`config.mk`:
```
export PLATFORM = sky130hd
export DESIGN_NAME = boot_power_ctrl
export DESIGN_NICKNAME = d
export VERILOG_FILES = /design/src/rtl/boot_pwr_pkg.sv /design/src/rtl/hold_reg_bank.sv /design/src/rtl/shared_domain_ctrl.sv /design/src/rtl/core_pwr_slice.sv /design/src/rtl/boot_power_ctrl.sv
export SDC_FILE = /design/constraint.sdc
export NUM_CORES = 1
export LEC_CHECK = 0
export BUFFER_PORTS_ARGS = -buffer_cell sky130_fd_sc_hd__buf_4
export CAP_MARGIN = 30
export CORE_AREA = 2 2 39 41
export CTS_BUF_LIST = sky130_fd_sc_hd__clkbuf_8 sky130_fd_sc_hd__clkbuf_16
export DETAILED_ROUTE_END_ITERATION = 12
export DIE_AREA = 0 0 41 43
export PLACE_DENSITY = 0.59
export SLEW_MARGIN = 0
export SYNTH_ARGS = -nofsm -noshare
export SYNTH_HDL_FRONTEND = slang
export SYNTH_SLANG_ARGS = --single-unit
```
`constraint.sdc`:
```
create_clock -name clk -period 1.49 [get_ports clk]
set_input_delay 0.0745 -clock clk [delete_from_list [all_inputs] [get_ports clk]]
set_output_delay 0.0745 -clock clk [all_outputs]
set_load 0.005 [all_outputs]
```
`src/rtl/boot_pwr_pkg.sv`:
```
package boot_pwr_pkg;
  localparam int unsigned NUM_CORES = 2;
  localparam int unsigned NUM_SRAM  = 4;

  typedef enum logic [2:0] {
    ACT_KEEP,
    ACT_COLD,
    ACT_WARM,
    ACT_DOWN,
    ACT_DBG,
    ACT_AUTO
  } req_act_e;
endpackage

```
`src/rtl/hold_reg_bank.sv`:
```
module hold_reg_bank #(
  parameter int unsigned     N    = 2,
  parameter logic [N-1:0]    INIT = '0
) (
  input  logic         clk,
  input  logic         cold_rst_n,
  input  logic         we,
  input  logic [N-1:0] wdata,
  output logic [N-1:0] hold
);
  logic [N-1:0] hold_q;

  always_ff @(posedge clk) begin
    if (!cold_rst_n)  hold_q <= INIT;
    else if (we)      hold_q <= wdata;
  end

  assign hold = hold_q;
endmodule

```
`src/rtl/shared_domain_ctrl.sv`:
```
module shared_domain_ctrl #(
  parameter int unsigned NSRAM = 4
) (
  input  logic             clk,
  input  logic             cold_rst_n,
  output logic             sys_req,
  output logic             crypto_req,
  output logic [NSRAM-1:0] sram_req
);
  logic on_q;

  always_ff @(posedge clk) begin
    if (!cold_rst_n) on_q <= 1'b0;
    else             on_q <= 1'b1;
  end

  assign sys_req    = on_q;
  assign crypto_req = on_q;
  assign sram_req   = {NSRAM{on_q}};
endmodule

```
`src/rtl/core_pwr_slice.sv`:
```
module core_pwr_slice
  import boot_pwr_pkg::*;
(
  input  logic clk,
  input  logic cold_rst_n,
  input  logic warm_rst_n,
  input  logic hold,
  input  logic dbg_req,
  input  logic pwr_down,
  input  logic pwr_ack,
  output logic pwr_req,
  output logic boot_go
);
  logic     req_q, first_q, boot_q;
  req_act_e act;

  // priority: cold > warm > power-down > debugger > automatic
  always_comb begin
    if (!cold_rst_n)             act = ACT_COLD;
    else if (!warm_rst_n)        act = ACT_WARM;
    else if (pwr_down)           act = ACT_DOWN;
    else if (dbg_req)            act = ACT_DBG;
    else if (first_q && !hold)   act = ACT_AUTO;
    else                         act = ACT_KEEP;
  end

  always_ff @(posedge clk) begin
    case (act)
      ACT_COLD: req_q <= 1'b0;
      ACT_DOWN: req_q <= 1'b0;
      ACT_WARM, ACT_DBG, ACT_AUTO: req_q <= 1'b1;
      default:  req_q <= req_q;
    endcase
  end

  // first-power-up state: armed by cold reset, retired by ack or power-down
  always_ff @(posedge clk) begin
    if (!cold_rst_n)            first_q <= 1'b1;
    else if (pwr_ack || pwr_down) first_q <= 1'b0;
  end

  always_ff @(posedge clk) begin
    if (!cold_rst_n || !warm_rst_n) boot_q <= 1'b0;
    else                            boot_q <= req_q && pwr_ack && !hold;
  end

  assign pwr_req = req_q;
  assign boot_go = boot_q;
endmodule

```
`src/rtl/boot_power_ctrl.sv`:
```
module boot_power_ctrl
  import boot_pwr_pkg::*;
#(
  parameter bit CORE0_HOLD_INIT = 1'b0,
  parameter bit CORE1_HOLD_INIT = 1'b1
) (
  input  logic                 clk,
  input  logic                 cold_rst_n,
  input  logic                 warm_rst_n,
  input  logic                 hold_we,
  input  logic [NUM_CORES-1:0] hold_wdata,
  input  logic [NUM_CORES-1:0] dbg_pwr_req,
  input  logic [NUM_CORES-1:0] core_pwr_down,
  input  logic [NUM_CORES-1:0] core_pwr_ack,
  output logic [NUM_CORES-1:0] core_pwr_req,
  output logic                 sys_pwr_req,
  output logic                 crypto_pwr_req,
  output logic [NUM_SRAM-1:0]  sram_pwr_req,
  output logic [NUM_CORES-1:0] boot_go
);
  localparam logic [NUM_CORES-1:0] HOLD_INIT = {CORE1_HOLD_INIT, CORE0_HOLD_INIT};

  logic [NUM_CORES-1:0] hold;

  hold_reg_bank #(.N(NUM_CORES), .INIT(HOLD_INIT)) u_hold (
    .clk(clk), .cold_rst_n(cold_rst_n), .we(hold_we), .wdata(hold_wdata), .hold(hold)
  );

  shared_domain_ctrl #(.NSRAM(NUM_SRAM)) u_shared (
    .clk(clk), .cold_rst_n(cold_rst_n), .sys_req(sys_pwr_req),
    .crypto_req(crypto_pwr_req), .sram_req(sram_pwr_req)
  );

  for (genvar i = 0; i < NUM_CORES; i++) begin : g_core
    core_pwr_slice u_slice (
      .clk(clk), .cold_rst_n(cold_rst_n), .warm_rst_n(warm_rst_n),
      .hold(hold[i]), .dbg_req(dbg_pwr_req[i]), .pwr_down(core_pwr_down[i]),
      .pwr_ack(core_pwr_ack[i]), .pwr_req(core_pwr_req[i]), .boot_go(boot_go[i])
    );
  end
endmodule

```
Yosys cells after proc, flatten, opt, wreduce, memory -nomap -nowiden
Index checks and enable logic that the tools add are counted.
{"block": "totals", "regBits": 9, "out_inout_bits": 10}
{"block": "classes", "muxes": 13, "n_eq_ne": 10, "n_reduce_logical": 19}
{"cell": "2-to-1 mux 3 bit", "n": 10}
{"cell": "equality test 3 x 2 -> 1 bit (second input constant)", "n": 4}
{"cell": "equality test 3 bit (second input constant)", "n": 4}
{"cell": "equality test 3 x 1 -> 1 bit (second input constant)", "n": 2}
{"cell": "logical AND 1 bit", "n": 6}
{"cell": "OR reduction 3 bit", "n": 2}
{"cell": "zero test 1 bit", "n": 4}
{"cell": "one-hot mux 1 bit (2 select lines)", "n": 2}
{"cell": "nonzero test 2 bit", "n": 2}
{"cell": "OR reduction 2 bit", "n": 2}
{"cell": "logical OR 1 bit", "n": 3}
{"cell": "2-to-1 mux 1 bit", "n": 1}

Depth between registers and ports, before layout
Gate-level depths: netlist of the first run.
{"block": "depth", "depth_word": 10, "mapped_depth": 2}

Cells and area by module
From an unflattened synthesis of the first run, not the netlist that was laid out.
{"block": "unflattened", "hier_cells": 38, "area_unflattened_um2": 402.9}
{"module": "core_pwr_slice", "cells_per_inst": 13, "area_each_um2": 137.6, "n_inst": 2}
{"module": "hold_reg_bank", "cells_per_inst": 6, "area_each_um2": 70.1, "n_inst": 1}
{"module": "shared_domain_ctrl", "cells_per_inst": 6, "area_each_um2": 57.6, "n_inst": 1}

Least setup slack after synthesis of the first run
No wires, ideal clock.
{"block": "synth_timing", "path_type": "register -> register", "startpoint": "reg g_core[1].u_slice.first_q", "endpoint": "reg g_core[1].u_slice.req_q, enable pin", "setup_ns": 0.261, "required_ns": 1.229, "stages_incl_launch_ff": 3, "t_arrival_ns": 0.865, "slack_ns": 0.364, "period_less_slack_ns": 1.126, "path_cell_list": "dfxtp_1 -> nor2b_1 -> or4_1"}
{"block": "synth_between", "elab_chain_cells": 9, "word_cells_on_any_way": 14, "classes_between": "eq/ne: 5; mux: 5; reduce/logical: 4"}
{"item": "start, declared", "line_no": "core_pwr_slice.sv:14", "source": "logic req_q, first_q, boot_q;"}
{"item": "start signal, assigned", "line_no": "core_pwr_slice.sv:38", "source": "if (!cold_rst_n) first_q <= 1'b1;"}
{"item": "start signal, assigned", "line_no": "core_pwr_slice.sv:39", "source": "else if (pwr_ack || pwr_down) first_q <= 1'b0;"}
{"item": "logical AND 1 bit *", "line_no": "core_pwr_slice.sv:23", "source": "else if (first_q && !hold) act = ACT_AUTO;"}
{"item": "2-to-1 mux 3 bit *", "line_no": "core_pwr_slice.sv:23"}
{"item": "2-to-1 mux 3 bit *", "line_no": "core_pwr_slice.sv:22", "source": "else if (dbg_req) act = ACT_DBG;"}
{"item": "2-to-1 mux 3 bit *", "line_no": "core_pwr_slice.sv:21", "source": "else if (pwr_down) act = ACT_DOWN;"}
{"item": "2-to-1 mux 3 bit *", "line_no": "core_pwr_slice.sv:20", "source": "else if (!warm_rst_n) act = ACT_WARM;"}
{"item": "2-to-1 mux 3 bit *", "line_no": "core_pwr_slice.sv:19", "source": "if (!cold_rst_n) act = ACT_COLD;"}
{"item": "equality test 3 x 2 -> 1 bit, or another cell as far along", "line_no": "core_pwr_slice.sv:28", "source": "case (act)"}
{"item": "OR reduction 3 bit / OR reduction 2 bit (equally long branches)"}
{"item": "nonzero test 2 bit (no line) *"}
{"item": "end signal, assigned", "line_no": "core_pwr_slice.sv:32", "source": "default: req_q <= req_q;"}
{"item": "end, declared", "line_no": "core_pwr_slice.sv:14"}
Mark *: on every way between the ends. The rest lies on a longest branch, timed or not.
A chain may end at the register's enable or synchronous reset.

Worst setup path after layout of the first run
Ends and elaborated chain as after synthesis.

==> impl_summary.txt, run 1 <==
----------------------------------------------------
[Synthesis]
  Count of mapped cells out of synthesis ... 40
  Async SR Flop Fraction ... 0%
  Top FF cell, synth ... dfxtp_1
  Share of synthesized area occupied by flip-flops and latches ... 49.7%
  Count of warnings emitted by yosys ... 0
  Register bit total from synthesis ... 9
  Synth cell types ... 12
  Count of flip-flops with a built-in enable after synthesis ... 2
  Synth Area per Inst ... 10.1 sq um
  Cell types with the largest area share after synthesis ... dfxtp_1, buf_4, edfxtp_1, mux2i_1, o311a_1
  Commonest cells post-synth ... buf_4, dfxtp_1, nand2_1
  Portion of synthesized cell area occupied by the leading cell type ... 34.8%
  Netlist Area Pre-Place ... 403 sq um
  Cell with the most instances after synthesis ... buf_4
  Most area-hungry cell type in the Yosys netlist ... dfxtp_1
  Net count after synthesis ... 52

[Finish]
  FF/Latch Area ... 200 sq um
  Post-layout instance area ... 558 sq um
  Fillers ... 146
  Signed area change from the synthesized netlist to the final layout ... 38.5%
  Total number of nets in the final design ... 69
  Area used by multi-input combinational logic ... 124 sq um
  Share of cells above drive strength 1 ... 44.6%
  Number of antenna repair diodes ... 0

[Clock network]
  CTS Hold Bufs ... 0
  Longest Clk Path Bufs ... 2
  Number of buffers created by CTS ... 3
  Latest clock arrival within the worst-skew pair ... 0.23 ns
  Post-CTS sizing ... 0
  Sinks on the clock net ... 9
  Library cell used as clock root buffer ... clkbuf_8
  CTS H-Tree Depth ... 1
  Number of setup buffers added after CTS ... 0
  Clock-pin slew on the worst setup and hold paths ... 0.04 ns
  TritonCTS clock tree ... yes

[Worst setup path]
  Critical path capture point type ... flip-flop
  R2r endpoint ... g_core[1].u_slice.pwr_req
  CP Max Fanout ... 2
  Critical Path Slowest Stage Cell ... or4_1
  Reg2reg path depth ... 2
  Type of element launching the critical path ... flip-flop
  Flop-to-flop setup slack ... 0.32 ns
  Timing startpoint of the critical path ... g_core[1].u_slice.first_q
  Sequence of cells on the critical path ... nor2b_1 > or4_1
  Arr. time, crit path ... 1.14 ns
  Path type of the worst setup path ... reg2reg
  Crit Reg-Reg Startpoint ... g_core[1].u_slice.first_q
  Crit-path max cell delay ... 0.48 ns
  Required time of the critical path ... 1.46 ns

[Place]
  HPWL after detailed placement ... 607 um
  Global placement routability congestion ... 0.670
  Post-DP Area ... 513 sq um
  Quantity of I/O buffers inserted on ports ... 21

[Timing]
  Unrepaired setup endpoints after global routing ... false
  Shortest period the worst path allows ... 1.17 ns
  Max-Slew Margin vs Limit ... 86.3%
  Fin crit share ... 78.2%
  Total of endpoints with negative setup slack in the final report ... 0
  Clk_skew ... 0.000491 ns
  Setup tns final ... 0 ns
  Number of slew-limit violations in the final report ... 0
  Achievable Freq ... 858 MHz
  Transition at the pin with the smallest max-transition slack ... 0.203 ns
  Number of endpoints with negative hold slack in the final report ... 0

[Global route]
  Initial antenna violation count ... 0
  Global-route usage over all layers ... 9.72%
  Number of global-route vias before repair ... 284
  Pin count of the biggest net entering global routing ... 9
  Overflow after GRT ... 0
  Wire length of the first global-routing pass ... 1120 um

[Worst hold path]
  Path type of the worst min-delay path ... in2reg
  Critical hold path startpoint ... cold_rst_n
  Hold path depth ... 1
  Hold Path End ... u_shared.crypto_req

[Power]
  Worst voltage drop across the vdd grid ... 0.455 mV
  P_leak ... 0.271 nW
  Overall power ... 0.619 mW
  Power per unit of standard cell area ... 1110 nW/um^2

[Routing]
  Remaining antenna violation count after routing ... 0
  Via count ... 315
  Length of the first detailed-routing pass in iterations ... 4
  Vias per inst ... 4.38
  DRC errors left ... 0
  Aggregate routed wire length ... 748 um
  Initial drt markers ... 2
  Avg WL per Cell ... 10.4 um

[Floorplan]
  I/O pin cnt ... 22
  Number of core rows ... 14
  Placeable core area ... 1380 sq um
  Starting density of the core ... 29.1%
  Area enclosed by the die boundary ... 1760 sq um
  DIE HEIGHT ... 43 um
  Horizontal die dimension ... 41 um

[Job]
  # Max-Cap Violations ... 0

[Status]
  Run status ... finished, final reports clean

----------------------------------------------------
layer usage:
metal	part of all wire [%]	vias up	GRT usage [%]
li1	-	159	-
met1	41	137	11.6
met2	48	17	14.4
met3	9.0	2	1.57
met4	1.9	0	8.00
met5	0	-	0
cells in the final DEF, fill, tap and decap left out:
| master | instances |
|---|---|
| nor2b_1 | 3 |
| nand2_2 | 1 |
| o31ai_1 | 2 |
| or4_1 | 2 |
| mux2i_1 | 2 |
| dfxtp_1 | 7 |
| inv_1 | 4 |
| buf_4 | 21 |
| nand2_1 | 5 |
| edfxtp_1 | 2 |
| nor3_1 | 2 |
| o311a_1 | 2 |
| clkbuf_8 | 3 |
report_power, final:
part / leakage (nW) / total (mW) / internal (mW) / switching [mW]
combinational: 0.163 / 0.0751 / 0.0470 / 0.0281
sequential: 0.0805 / 0.273 / 0.265 / 0.00855
clock: 0.0269 / 0.271 / 0.179 / 0.0915
state kept, by name, indices dropped and copies added (netlist names):
| register | cells |
|---|---|
| u_shared.crypto_req | 1 |
| g_core.u_slice.boot_go | 2 |
| u_hold.hold | 2 |
| g_core.u_slice.first_q | 2 |
| g_core.u_slice.pwr_req | 2 |
critical path: cells and delay by family (launching register included):
kind             cells  cell delay [ns]
flip-flops           1             0.30
AND/OR/NAND/NOR      2             0.61
area by class of cell:
| type | count | share of cell area [%] |
|---|---|---|
| Clock buffer | 3 | 7.40 |
| Clock inverter | 1 | 0.673 |
| Inverter | 3 | 2.02 |
| Multi-Input combinational cell | 19 | 22.2 |
| Sequential cell | 9 | 35.9 |
| Tap cell | 16 | 3.59 |
| Timing Repair Buffer | 21 | 28.3 |
cell families after synthesis:
| kind of cell | synth area share (%) |
|---|---|
| AO/OA/AOI/OAI | 8.69 |
| buffers and inverters | 19.6 |
| flip-flops | 49.7 |
| multiplexers | 4.97 |
| AND/OR/NAND/NOR | 17.1 |
worst max-delay path by stage:
stage,end
6_report,g_core[1].u_slice.pwr_req
5_1_grt,g_core[1].u_slice.pwr_req
4_1_cts,g_core[1].u_slice.pwr_req
3_5_place_dp,g_core[1].u_slice.pwr_req
3_3_place_gp,g_core[1].u_slice.pwr_req
2_1_floorplan,g_core[1].u_slice.pwr_req
through the flow:
step                      hold slack (ns)  utilization (%)  cells  worst slack, ns
final                              0.0205             40.3     72            0.325
after global routing               0.0297             40.3     72            0.276
after CTS                          0.0223             40.3     72            0.325
after detailed placement            0.256             37.1     68            0.331
after global placement              0.254             37.1     68            0.356
after floorplan                     0.102                -     40            0.364
Power figures use the tool's default switching activity.
==> run 2: changes to the inputs <==
Clock period 1.49 ns to 1.2 ns, I/O delays scaled along.
==> run 2 against run 1 <==
  * Global-route usage did not move
  * Design area grew 0.22%
  * Sequential share of layout area grew 0.14 points
  * Flip-flop and latch count did not move
  * Non-clock buffer count stayed put
  * Total power rose by 24%
  * Utilization increased by 0.090 points
  * Routed wire length is the same
  * Clock power rose by 24%
  * Clock skew unchanged
  * Register-to-register slack got worse by 0.29 ns
  * Sequential power up 25%
  * Critical path type unchanged
  * Largest cell class unchanged
  * Largest power group unchanged
  * Highest routed layer unchanged
==> impl_summary.txt, run 2 (synthesized netlist as in run 1, its figures left out) <==
----------------------------------------------------
[Floorplan]
  DIE HEIGHT ... 43 um (unchanged)
  Area enclosed by the die boundary ... 1760 sq um (unchanged)
  Starting density of the core ... 29.1% (unchanged)
  I/O pin cnt ... 22 (unchanged)
  Placeable core area ... 1380 sq um (unchanged)
  Horizontal die dimension ... 41 um (unchanged)
  Number of core rows ... 14 (unchanged)

[Routing]
  Via count ... 315 (unchanged)
  DRC errors left ... 0 (unchanged)
  Vias per inst ... 4.38 (unchanged)
  Avg WL per Cell ... 10.4 um (unchanged)
  Aggregate routed wire length ... 748 um (unchanged)
  Remaining antenna violation count after routing ... 0 (unchanged)
  Length of the first detailed-routing pass in iterations ... 4 (unchanged)
  Initial drt markers ... 2 (unchanged)

[Place]
  Pre-CTS WS ... 0.0409 ns (-0.290 ns)
  Post-DP Area ... 513 sq um (unchanged)
  Quantity of I/O buffers inserted on ports ... 21 (unchanged)
  HPWL after detailed placement ... 607 um (unchanged)
  Global placement routability congestion ... 0.670 (about the same)

[Worst setup path]
  Critical path capture point type ... flip-flop
  Type of element launching the critical path ... flip-flop
  Cell family contributing the most delay on the critical path ... simple AND/OR/NAND/NOR gates
  WP depth ... 2 (unchanged)
  Crit path buffers/inverters ... 0 (unchanged)
  Reg2reg path depth ... 2 (unchanged)
  Crit-path max cell delay ... 0.48 ns (about the same)
  Path type of the worst setup path ... reg2reg
  Critical Path Slowest Stage Cell ... or4_1
  Flop-to-flop setup slack ... 0.04 ns (-0.29 ns)
  Arr. time, crit path ... 1.13 ns (about the same)
  Required time of the critical path ... 1.17 ns (-0.29 ns)
  CP Max Fanout ... 2 (unchanged)
  Sequence of cells on the critical path ... nor2b_1 > or4_1

[Power]
  Worst voltage drop across the vdd grid ... 0.564 mV (+24%)
  Power per unit of standard cell area ... 1380 nW/um^2 (+24%)
  P_leak ... 0.270 nW (-0.12%)

[Global route]
  Wire length of the first global-routing pass ... 1120 um (unchanged)
  Initial antenna violation count ... 0 (unchanged)
  Overflow after GRT ... 0 (unchanged)
  Pin count of the biggest net entering global routing ... 9 (unchanged)
  Global-route usage over all layers ... 9.72% (unchanged)
  Number of global-route vias before repair ... 284 (unchanged)

[Clock network]
  Sinks on the clock net ... 9 (unchanged)
  Longest Clk Path Bufs ... 2 (unchanged)
  Number of setup buffers added after CTS ... 0 (unchanged)
  Clock-pin slew on the worst setup and hold paths ... 0.04 ns (about the same)
  Library cell used as clock root buffer ... clkbuf_8
  Number of buffers created by CTS ... 3 (unchanged)
  TritonCTS clock tree ... yes
  CTS H-Tree Depth ... 1 (unchanged)
  Latest clock arrival within the worst-skew pair ... 0.23 ns (about the same)
  CTS Hold Bufs ... 0 (unchanged)

[Finish]
  Share of cells above drive strength 1 ... 46.4% (+1.8 points)
  Most common cell after layout, fill and taps aside ... buf_4
  FF/Latch Area ... 201 sq um (+0.62%)
  Number of antenna repair diodes ... 0 (unchanged)
  Area used by multi-input combinational logic ... 124 sq um (unchanged)
  Fillers ... 146 (unchanged)
  Total number of nets in the final design ... 69 (unchanged)
  Leading cell types in the layout, fill and taps excluded ... buf_4, dfxtp_1, nand2_1
  Post-layout instance area ... 559 sq um (+0.22%)
  Signed area change from the synthesized netlist to the final layout ... 38.8%

[Worst hold path]
  Hold path depth ... 1 (unchanged)
  Path type of the worst min-delay path ... in2reg

[Timing]
  Total of endpoints with negative setup slack in the final report ... 0 (unchanged)
  Fin crit share ... 97.1% (+19 points)
  Number of endpoints with negative hold slack in the final report ... 0 (unchanged)
  Number of slew-limit violations in the final report ... 0 (unchanged)
  Unrepaired setup endpoints after global routing ... false
  Max-Slew Margin vs Limit ... 86.3% (unchanged)
  Setup tns final ... 0 ns (unchanged)
  Transition at the pin with the smallest max-transition slack ... 0.203 ns (unchanged)
  Clk_skew ... 0.000491 ns (unchanged)
  Achievable Freq ... 859 MHz (about the same)
  Shortest period the worst path allows ... 1.16 ns (-0.000784 ns)
  Setup WS post-layout ... 0.0354 ns (-0.289 ns)

[Status]
  Run status ... finished, final reports clean

[Job]
  # Max-Cap Violations ... 0 (unchanged)

----------------------------------------------------
[run 2: cell counts in the layout (fill, tap and decap cells not counted)]
No cell type changed its count.
[run 2: routing by layer]
metal	track usage [%]	up-vias	routed length, um	share of wire [%]
met5	0	-	0	0
li1	-	159	-	-
met1	11.6	137	305	41
met4	8.00	0	14	1.9
met3	1.57	2	67	9.0
met2	14.4	17	360	48
[run 2: path summary, 6_finish.rpt]
kind | from | to
worst max-delay path | g_core[1].u_slice.first_q | g_core[1].u_slice.pwr_req
worst min-delay path | cold_rst_n | u_shared.crypto_req
worst max register to register | g_core[1].u_slice.first_q | g_core[1].u_slice.pwr_req
worst min register to register | u_hold.hold[1] | g_core[1].u_slice.boot_go
[run 2: power by group]
part | switching [mW] | internal, mW
Clock | 0.114 | 0.222
Sequential | 0.0106 | 0.329
Combinational | 0.0349 | 0.0584
[run 2: stage by stage]
| stage | cells | hold slack, ns | total power, mW | util (%) |
|---|---|---|---|---|
| after global routing | 72 | 0.0152 | 0.805 | 40.4 |
| after global placement | 68 | 0.240 | 0.438 | 37.1 |
| final | 72 | 0.00604 | 0.769 | 40.4 |
| after detailed placement | 68 | 0.242 | 0.440 | 37.1 |
| after floorplan | 40 | 0.0877 | 0.392 | - |
| after CTS | 72 | 0.00776 | 0.777 | 40.3 |
[run 2: worst register-to-register path, stage by stage, from the launching register on]
cell and delay [ns]:
dfxtp_1 0.30, nor2b_1 0.13, or4_1 0.48
[run 2: timing repair]
action                                 4_1_cts  5_1_grt
endpoints found under the hold margin        0        0
resized for setup                            0        1
setup endpoints to repair                    0        1
[run 2: cell type report]
cell class,instances,area share [%]
repair buffers,21,28.2
inverters,3,2.01
flip-flops and latches,9,36.0
clock buffers,3,7.38
well taps,16,3.58
clock inverters,1,0.671
multi-input cells,19,22.1
